$ cat config.mk
export PLATFORM = sky130hd
export DESIGN_NAME = vaddr_xlate
export DESIGN_NICKNAME = d
export VERILOG_FILES = /design/src/rtl/xlate_pkg.sv /design/src/rtl/entry_table.sv /design/src/rtl/prot_check.sv /design/src/rtl/vaddr_xlate.sv
export SDC_FILE = /design/constraint.sdc
export NUM_CORES = 2
export LEC_CHECK = 0
export BUFFER_PORTS_ARGS = -buffer_cell sky130_fd_sc_hd__buf_2
export CELL_PAD_IN_SITES_DETAIL_PLACEMENT = 1
export CELL_PAD_IN_SITES_GLOBAL_PLACEMENT = 2
export CORE_ASPECT_RATIO = 0.8
export CORE_MARGIN = 2
export CORE_UTILIZATION = 52
export CTS_CLUSTER_DIAMETER = 120
export DETAILED_ROUTE_END_ITERATION = 10
export HOLD_SLACK_MARGIN = 0.03
export PLACE_DENSITY_LB_ADDON = 0.1
export RECOVER_POWER = 50
export SYNTH_ARGS = -nofsm -noshare
export SYNTH_HDL_FRONTEND = slang
export SYNTH_SLANG_ARGS = --single-unit
export TNS_END_PERCENT = 5
$ cat constraint.sdc
create_clock -name clk -period 6.1 [get_ports clk]
set_input_delay 0.915 -clock clk [delete_from_list [all_inputs] [get_ports clk]]
set_output_delay 0.915 -clock clk [all_outputs]
set_load 0.05 [all_outputs]
$ cat src/rtl/xlate_pkg.sv
package xlate_pkg;
   localparam int PROT_W = 2;

   typedef enum logic [1:0] {
      CAUSE_NONE      = 2'b00,
      CAUSE_WRITE_RO  = 2'b01,
      CAUSE_NO_ACCESS = 2'b10
   } trap_cause_e;

   localparam logic [PROT_W-1:0] PROT_RW = 2'b00;
   localparam logic [PROT_W-1:0] PROT_RO = 2'b01;
endpackage

$ cat src/rtl/entry_table.sv
module entry_table #(
   parameter int IDX_W  = 8,
   parameter int DATA_W = 8
) (
   input  logic              clk,
   input  logic              rst_n,
   input  logic              we,
   input  logic [IDX_W-1:0]  wr_idx,
   input  logic [DATA_W-1:0] wr_data,
   input  logic [IDX_W-1:0]  rd_idx,
   output logic [DATA_W-1:0] rd_data
);
   localparam int DEPTH = 1 << IDX_W;

   if (IDX_W < 1 || DATA_W < 1) begin : g_bad_width
      $error("entry_table: widths must be positive");
   end

   logic [DATA_W-1:0] ent_q [DEPTH];

   always_ff @(posedge clk or negedge rst_n) begin
      if (!rst_n) begin
         for (int i = 0; i < DEPTH; i++) ent_q[i] <= '0;
      end else if (we) begin
         ent_q[wr_idx] <= wr_data;
      end
   end

   assign rd_data = ent_q[rd_idx];

   // a write lands in the addressed entry
   p_entry_load_r3: assert property (@(posedge clk) disable iff (!rst_n)
      we |=> ent_q[$past(wr_idx)] == $past(wr_data));
endmodule

$ cat src/rtl/prot_check.sv
module prot_check
   import xlate_pkg::*;
(
   input  logic              enable,
   input  logic              is_write,
   input  logic [PROT_W-1:0] code,
   output logic              trap,
   output trap_cause_e       cause
);
   always_comb begin
      cause = CAUSE_NONE;
      if (enable) begin
         if (code[1])                        cause = CAUSE_NO_ACCESS;
         else if (code == PROT_RO && is_write) cause = CAUSE_WRITE_RO;
      end
   end

   assign trap = (cause != CAUSE_NONE);
endmodule

$ cat src/rtl/vaddr_xlate.sv
module vaddr_xlate
   import xlate_pkg::*;
#(
   parameter int EA_W   = 19,
   parameter int IDX_W  = 8,
   parameter int LOAD_W = 8,
   parameter int RPN_W  = 11
) (
   input  logic              clk,
   input  logic              rst_n,
   input  logic              virt_mode,
   input  logic [EA_W-1:0]   req_addr,
   input  logic              req_write,
   input  logic              map_we,
   input  logic [IDX_W-1:0]  map_idx,
   input  logic [LOAD_W-1:0] map_data,
   input  logic              prot_we,
   input  logic [IDX_W-1:0]  prot_idx,
   input  logic [PROT_W-1:0] prot_data,
   output logic [RPN_W+EA_W-IDX_W-1:0] act_addr,
   output logic              trap,
   output logic [1:0]        trap_cause
);
   localparam int OFF_W = EA_W - IDX_W;
   localparam int ACT_W = RPN_W + OFF_W;
   localparam int PAD_W = ACT_W - EA_W;

   if (OFF_W < 1) begin : g_bad_off
      $error("vaddr_xlate: page index must be narrower than the address");
   end
   if (RPN_W < LOAD_W || RPN_W < IDX_W) begin : g_bad_rpn
      $error("vaddr_xlate: real page number too narrow");
   end

   logic [IDX_W-1:0]  page;
   logic [OFF_W-1:0]  offset;
   logic [LOAD_W-1:0] loaded;
   logic [RPN_W-1:0]  rpn;
   logic [PROT_W-1:0] code;
   trap_cause_e       cause;

   assign page   = req_addr[EA_W-1 -: IDX_W];
   assign offset = req_addr[OFF_W-1:0];

   entry_table #(.IDX_W(IDX_W), .DATA_W(LOAD_W)) u_map (
      .clk(clk), .rst_n(rst_n), .we(map_we), .wr_idx(map_idx),
      .wr_data(map_data), .rd_idx(page), .rd_data(loaded));

   entry_table #(.IDX_W(IDX_W), .DATA_W(PROT_W)) u_prot (
      .clk(clk), .rst_n(rst_n), .we(prot_we), .wr_idx(prot_idx),
      .wr_data(prot_data), .rd_idx(page), .rd_data(code));

   prot_check u_chk (
      .enable(virt_mode), .is_write(req_write), .code(code),
      .trap(trap), .cause(cause));

   if (RPN_W > LOAD_W) begin : g_pad_rpn
      assign rpn = {{(RPN_W-LOAD_W){1'b0}}, loaded};
      // padding bits of the page number never reach the output
      p_high_zero_r10: assert property (@(posedge clk) disable iff (!rst_n)
         !trap |-> act_addr[ACT_W-1 -: RPN_W-LOAD_W] == '0);
   end else begin : g_full_rpn
      assign rpn = loaded;
   end

   always_comb begin
      if (virt_mode) act_addr = {rpn, offset};
      else           act_addr = {{PAD_W{1'b0}}, req_addr};
   end

   assign trap_cause = cause;

   // pass-through mode never traps and keeps the address
   p_real_pass_r1: assert property (@(posedge clk) disable iff (!rst_n)
      !virt_mode |-> !trap && act_addr[EA_W-1:0] == req_addr);
   // offset bits survive translation
   p_offset_kept_r2: assert property (@(posedge clk) disable iff (!rst_n)
      (virt_mode && !trap) |-> act_addr[OFF_W-1:0] == req_addr[OFF_W-1:0]);
   // write to a read-only page traps with the write cause
   p_ro_write_r6: assert property (@(posedge clk) disable iff (!rst_n)
      (virt_mode && code == PROT_RO && req_write) |-> trap && trap_cause == 2'b01);
   // no-access codes always trap
   p_no_access_r7: assert property (@(posedge clk) disable iff (!rst_n)
      (virt_mode && code[1]) |-> trap && trap_cause == 2'b10);
endmodule

# After elaboration in Yosys (flattened, before gate mapping)
# Index checks and enable logic that the tools add are counted.
[word_totals] out_inout_bits=25 ff_bits=2560 word_cells=541 inputBits=51
[classes] n_eq_ne=1 n_bitwise=3 reduce_logical=4 n_mux=16 n_lt_le_gt_ge=5
[ops] operator="2048-bit bitwise mux" count=1
[ops] operator="512-bit bitwise mux" count=1
[ops] operator="8-bit binary-select mux with 8-bit select" count=1
[ops] operator="8-bit demux with 8-bit select" count=1
[ops] operator="9-bit greater-or-equal comparator, second input constant" count=3
[ops] operator="8-bit NOT with 9-bit output" count=3
[ops] operator="8-bit 2-to-1 mux" count=3
[ops] operator="19-bit 2-to-1 mux" count=1
[ops] operator="9-bit by 1-bit less-than comparator with 1-bit output, second input constant" count=2
[ops] operator="2-bit binary-select mux with 8-bit select" count=1
[ops] operator="2-bit demux with 8-bit select" count=1
[ops] operator="2-bit 2-to-1 mux" count=5
[ops] operator="1-bit logical AND" count=3
[ops] operator="2-bit by 1-bit equality test with 1-bit output, second input constant" count=1
[ops] operator="2-bit nonzero test" count=1
[ops] operator="1-bit 2-to-1 mux" count=1

# Depth between registers and ports, before layout
[depth] word_depth=10 ltp_mapped=13 depth_no_buf=7

# By module
# A second synthesis with hierarchy kept.
[hier_totals] cells_unflattened=7961 hier_area_um2=118595.0
[by_module_without_submodules] module="entry_table at u_map" cells_each=6068 area_each_um2=93414.6 instances=1
[by_module_without_submodules] module="entry_table at u_prot" cells_each=1865 area_each_um2=24911.4 instances=1
[by_module_without_submodules] module="vaddr_xlate" cells_each=24 area_each_um2=240.2 instances=1
[by_module_without_submodules] module="prot_check" cells_each=4 area_each_um2=28.8 instances=1

# Worst setup path before layout
# Ideal clock, no wire load.
[synth_timing] path_kind="input-to-output" start="in req_addr[11]" end="out act_addr[13]" slack_ps=996 arrival_ps=4189 path_stages=12 cell_sequence="buf_6 -> buf_6 -> buf_6 -> buf_6 -> buf_6 -> mux2i_1 -> o221ai_1 -> o22ai_1 -> o21ai_1 -> o21ai_1 -> o21a_1 -> o41ai_1"
[synth_via] elab_chain_cells=5
[synth_rtl] element="start: declaration" line_no="vaddr_xlate.sv:12" source="input logic [EA_W-1:0] req_addr,"
[synth_rtl] element="8-bit NOT with 9-bit output (implied by the code)" line_no="entry_table.sv:29" source="assign rd_data = ent_q[rd_idx];"
[synth_rtl] element="8-bit binary-select mux with 8-bit select" line_no="entry_table.sv:29"
[synth_rtl] element="8-bit 2-to-1 mux (implied by the code) (2 in series)" line_no="entry_table.sv:29"
[synth_rtl] element="19-bit 2-to-1 mux" line_no="vaddr_xlate.sv:67" source="if (virt_mode) act_addr = {rpn, offset};"
[synth_rtl] element="end: declaration" line_no="vaddr_xlate.sv:20" source="output logic [RPN_W+EA_W-IDX_W-1:0] act_addr,"
# No other way between the ends. The select of a mux whose other input is x is not followed.

# Worst setup path in the final report
[layout_timing] start="in req_addr[12]" end="out act_addr[13]"
# The elaborated chain is that of the path after synthesis.

==> impl_results.md <==
- Pleak: 61.64 nW
- Register clock-pin slew on the reported worst setup and hold paths: 60 ps
- Synth Register Bits: 2,560
- Drt via density: 6.495
- Worst setup SP type: primary input
- Area after DPL: 122,000 um^2
- Final WS setup: -33.09 ps
- Fin. Hold Viols: 0
- Initial antenna violation count: 17
- Reg2Reg Depth: 1
- Critical Path AT: 5220 ps
- Slew HR: -108.6%
- CP Max Fanout: 43
- Area Overhead vs Synth: 10.57%
- Violated checks: max-capacitance violations, max-slew violations, negative setup slack
- Die Width: 536.7 um
- Drt total wl: 357.2 mm
- Vias in the first global route: 75.55k
- Gpl congestion: 0.8526
- Hold Path Depth: 1
- Hold/Removal Path Class: reg2reg
- Final min period: 6133 ps
- Core Area: 225,800 um^2
- Die ar.: 230,900 um^2
- Slew @ Worst Pin: 3129 ps
- Register area share after synthesis: 54.26%
- Busiest metal layer after global routing: met1
- Most frequent cells in the layout: 2,575 x mux2_2, 2,560 x dfrtp_1, 677 x mux4_2, 376 x nor2_1, 300 x nand2_1
- Unrepaired setup endpoints after global routing: no
- EDFF count, synth: 0
- # setup viols final: 1
- Setup Skew: 0 ps
- Post-synthesis async set-or-reset flop share: 100.0%
- Total gr overflow: 0
- Synth Instances: 7,682
- Clock sinks: 2,560
- Vias: 70.36k
- Crit Path Class: in2out
- Setup TNS: -33.09 ps
- Cts repair resizes: 0
- Cell Rows: 156
- Root Buffer: clkbuf_16
- WL per Instance: 32.97 um
- Drc violations: 0
- Antenna Nets Post-Route: 0
- Initial Utilization: 52.28%
- Yosys cell types: 57
- Postcts setup bufs: 0
- Ys flop type: dfrtp_1
- Power Density: 292.8 nW/um^2
- Slew Limit Fails: 1,467
- GR Util met3: 5.612%
- Largest net degree at the start of global routing: 193
- CTS tree: done
- H-tree levels: 5
- Initial DRC Count: 5,786
- Fin Hold WS: 499.0 ps
- CP endpoint kind: output port
- PortBufs: 50
- # hold bufs at CTS: 0
- GRT Total Usage: 31.32%
- Boundary Pins: 76
- Nets@finish: 7,694
- First drt pass iteration count: 5
- VDD IR max: 0.2805 mV
- Met2 usage: 45.74%
- Clock latency on the worst-skew pair: 860 ps
- Commonest non-fill, non-tap cell in the layout: mux2_2
- Max Buffers Root-to-Sink: 4
- Crit path required time: 5180 ps
- Die H: 430.2 um
- Post-route cell area: 130,500 um^2
- MaxCap Viol Count: 20
- Achievable frequency: 163.1 MHz
- CTS Buf Count: 274
- Syn. warnings: 0
- Outcome: finished with violations
- Final period util: 100.5%
- Global-route wire length before repair: 535.2 mm
- Synth Cell Area: 118,100 um^2
- HPWL after DPL: 228.6 mm
- Syn avg cell area: 15.37 um^2
- Met1 usage: 48.70%
- Layout cells sized above 1: 50.35%
==> power by group <==
| part | internal, mW | total [mW] | switching [mW] | leakage (nW) |
|---|---|---|---|---|
| clock | 9.82 | 16.7 | 6.91 | 4.37 |
| sequential | 17.8 | 18.2 | 0.440 | 35.3 |
| combinational | 1.37 | 3.26 | 1.88 | 22.0 |
| total | 29.0 | 38.2 | 9.24 | 61.6 |
==> synthesized netlist by cell type, types with 18 or more instances <==
library cell,instances,area (um^2)
buf_1,25,93.84
o21ai_0,18,90.09
nand3_1,32,160.2
a22oi_1,23,172.7
and2_1,20,125.1
mux2i_1,139,1391
clkbuf_1,399,1498
a21oi_1,31,155.2
nor2b_1,34,212.7
a211oi_1,19,142.6
mux2_2,2575,29000
nand2_1,305,1145
nor3_1,47,235.2
buf_2,77,385.4
buf_6,33,371.6
buf_4,56,420.4
nand2b_1,20,125.1
nor2_1,379,1423
o22ai_1,32,200.2
o221ai_1,46,402.9
dfrtp_1,2560,64060
mux4_2,677,15250
==> routing by layer <==
layer | wire length, um | part of all wire [%]
met1 | 167500 | 47
met5 | 14 | 0.0039
met2 | 158900 | 44
met4 | 8749 | 2.4
met3 | 22040 | 6.2
==> per-stage QoR <==
step                      worst slack (ps)  utilization (%)  instances  power, mW
after floorplan                      996.5                -       7684      20.36
after global placement               45.49            54.01      10370      21.65
after detailed placement             22.09            54.01      10370      21.80
after CTS                            27.12            57.92      10830      38.54
after global routing                 36.56            57.80      10830      39.44
final                               -33.09            57.80      10830      38.22
==> flip-flops by register name, indices dropped and copies added (netlist names) <==
| signal | cells |
|---|---|
| u_prot.ent_q | 512 |
| u_map.ent_q | 2048 |
==> layout make-up <==
class	count	area [um^2]
Multi-Input combinational cell	4526	51280
Fill cell	20330	95300
Inverter	7	33.78
Timing Repair Buffer	274	2555
Tap cell	3002	3756
Clock inverter	45	538.0
Clock buffer	415	8298
Sequential cell	2560	64060
Antenna cell	5	12.51
==> critical path, cell delays in order <==
cell and delay [ps]:
buf_8 450, nand2_2 490, buf_4 380, o221ai_1 460, o22ai_1 170, o21ai_1 640, o21ai_1 190, o21a_1 270
o41ai_1 890, buf_12 230
==> worst paths after layout <==
kind	start	to	slack, ps
min in group asynchronous	rst_n	u_map.ent_q[1655]	1100
max in group asynchronous	rst_n	u_map.ent_q[908]	630
hold / removal	u_map.ent_q[2024]	u_map.ent_q[2024]	500
setup reg to reg	u_map.ent_q[983]	u_map.ent_q[983]	5280
setup / recovery	req_addr[12]	act_addr[13]	-30
hold reg to reg	u_map.ent_q[2024]	u_map.ent_q[2024]	500
==> logic make-up after synthesis <==
logic type | share of synthesized area (%)
simple gates | 3.138
other cells | 0.003176
compound gates | 1.559
buf+inv | 2.380
flops | 54.26
mux | 38.66
No activity file was read; power rests on OpenSTA's default activity.
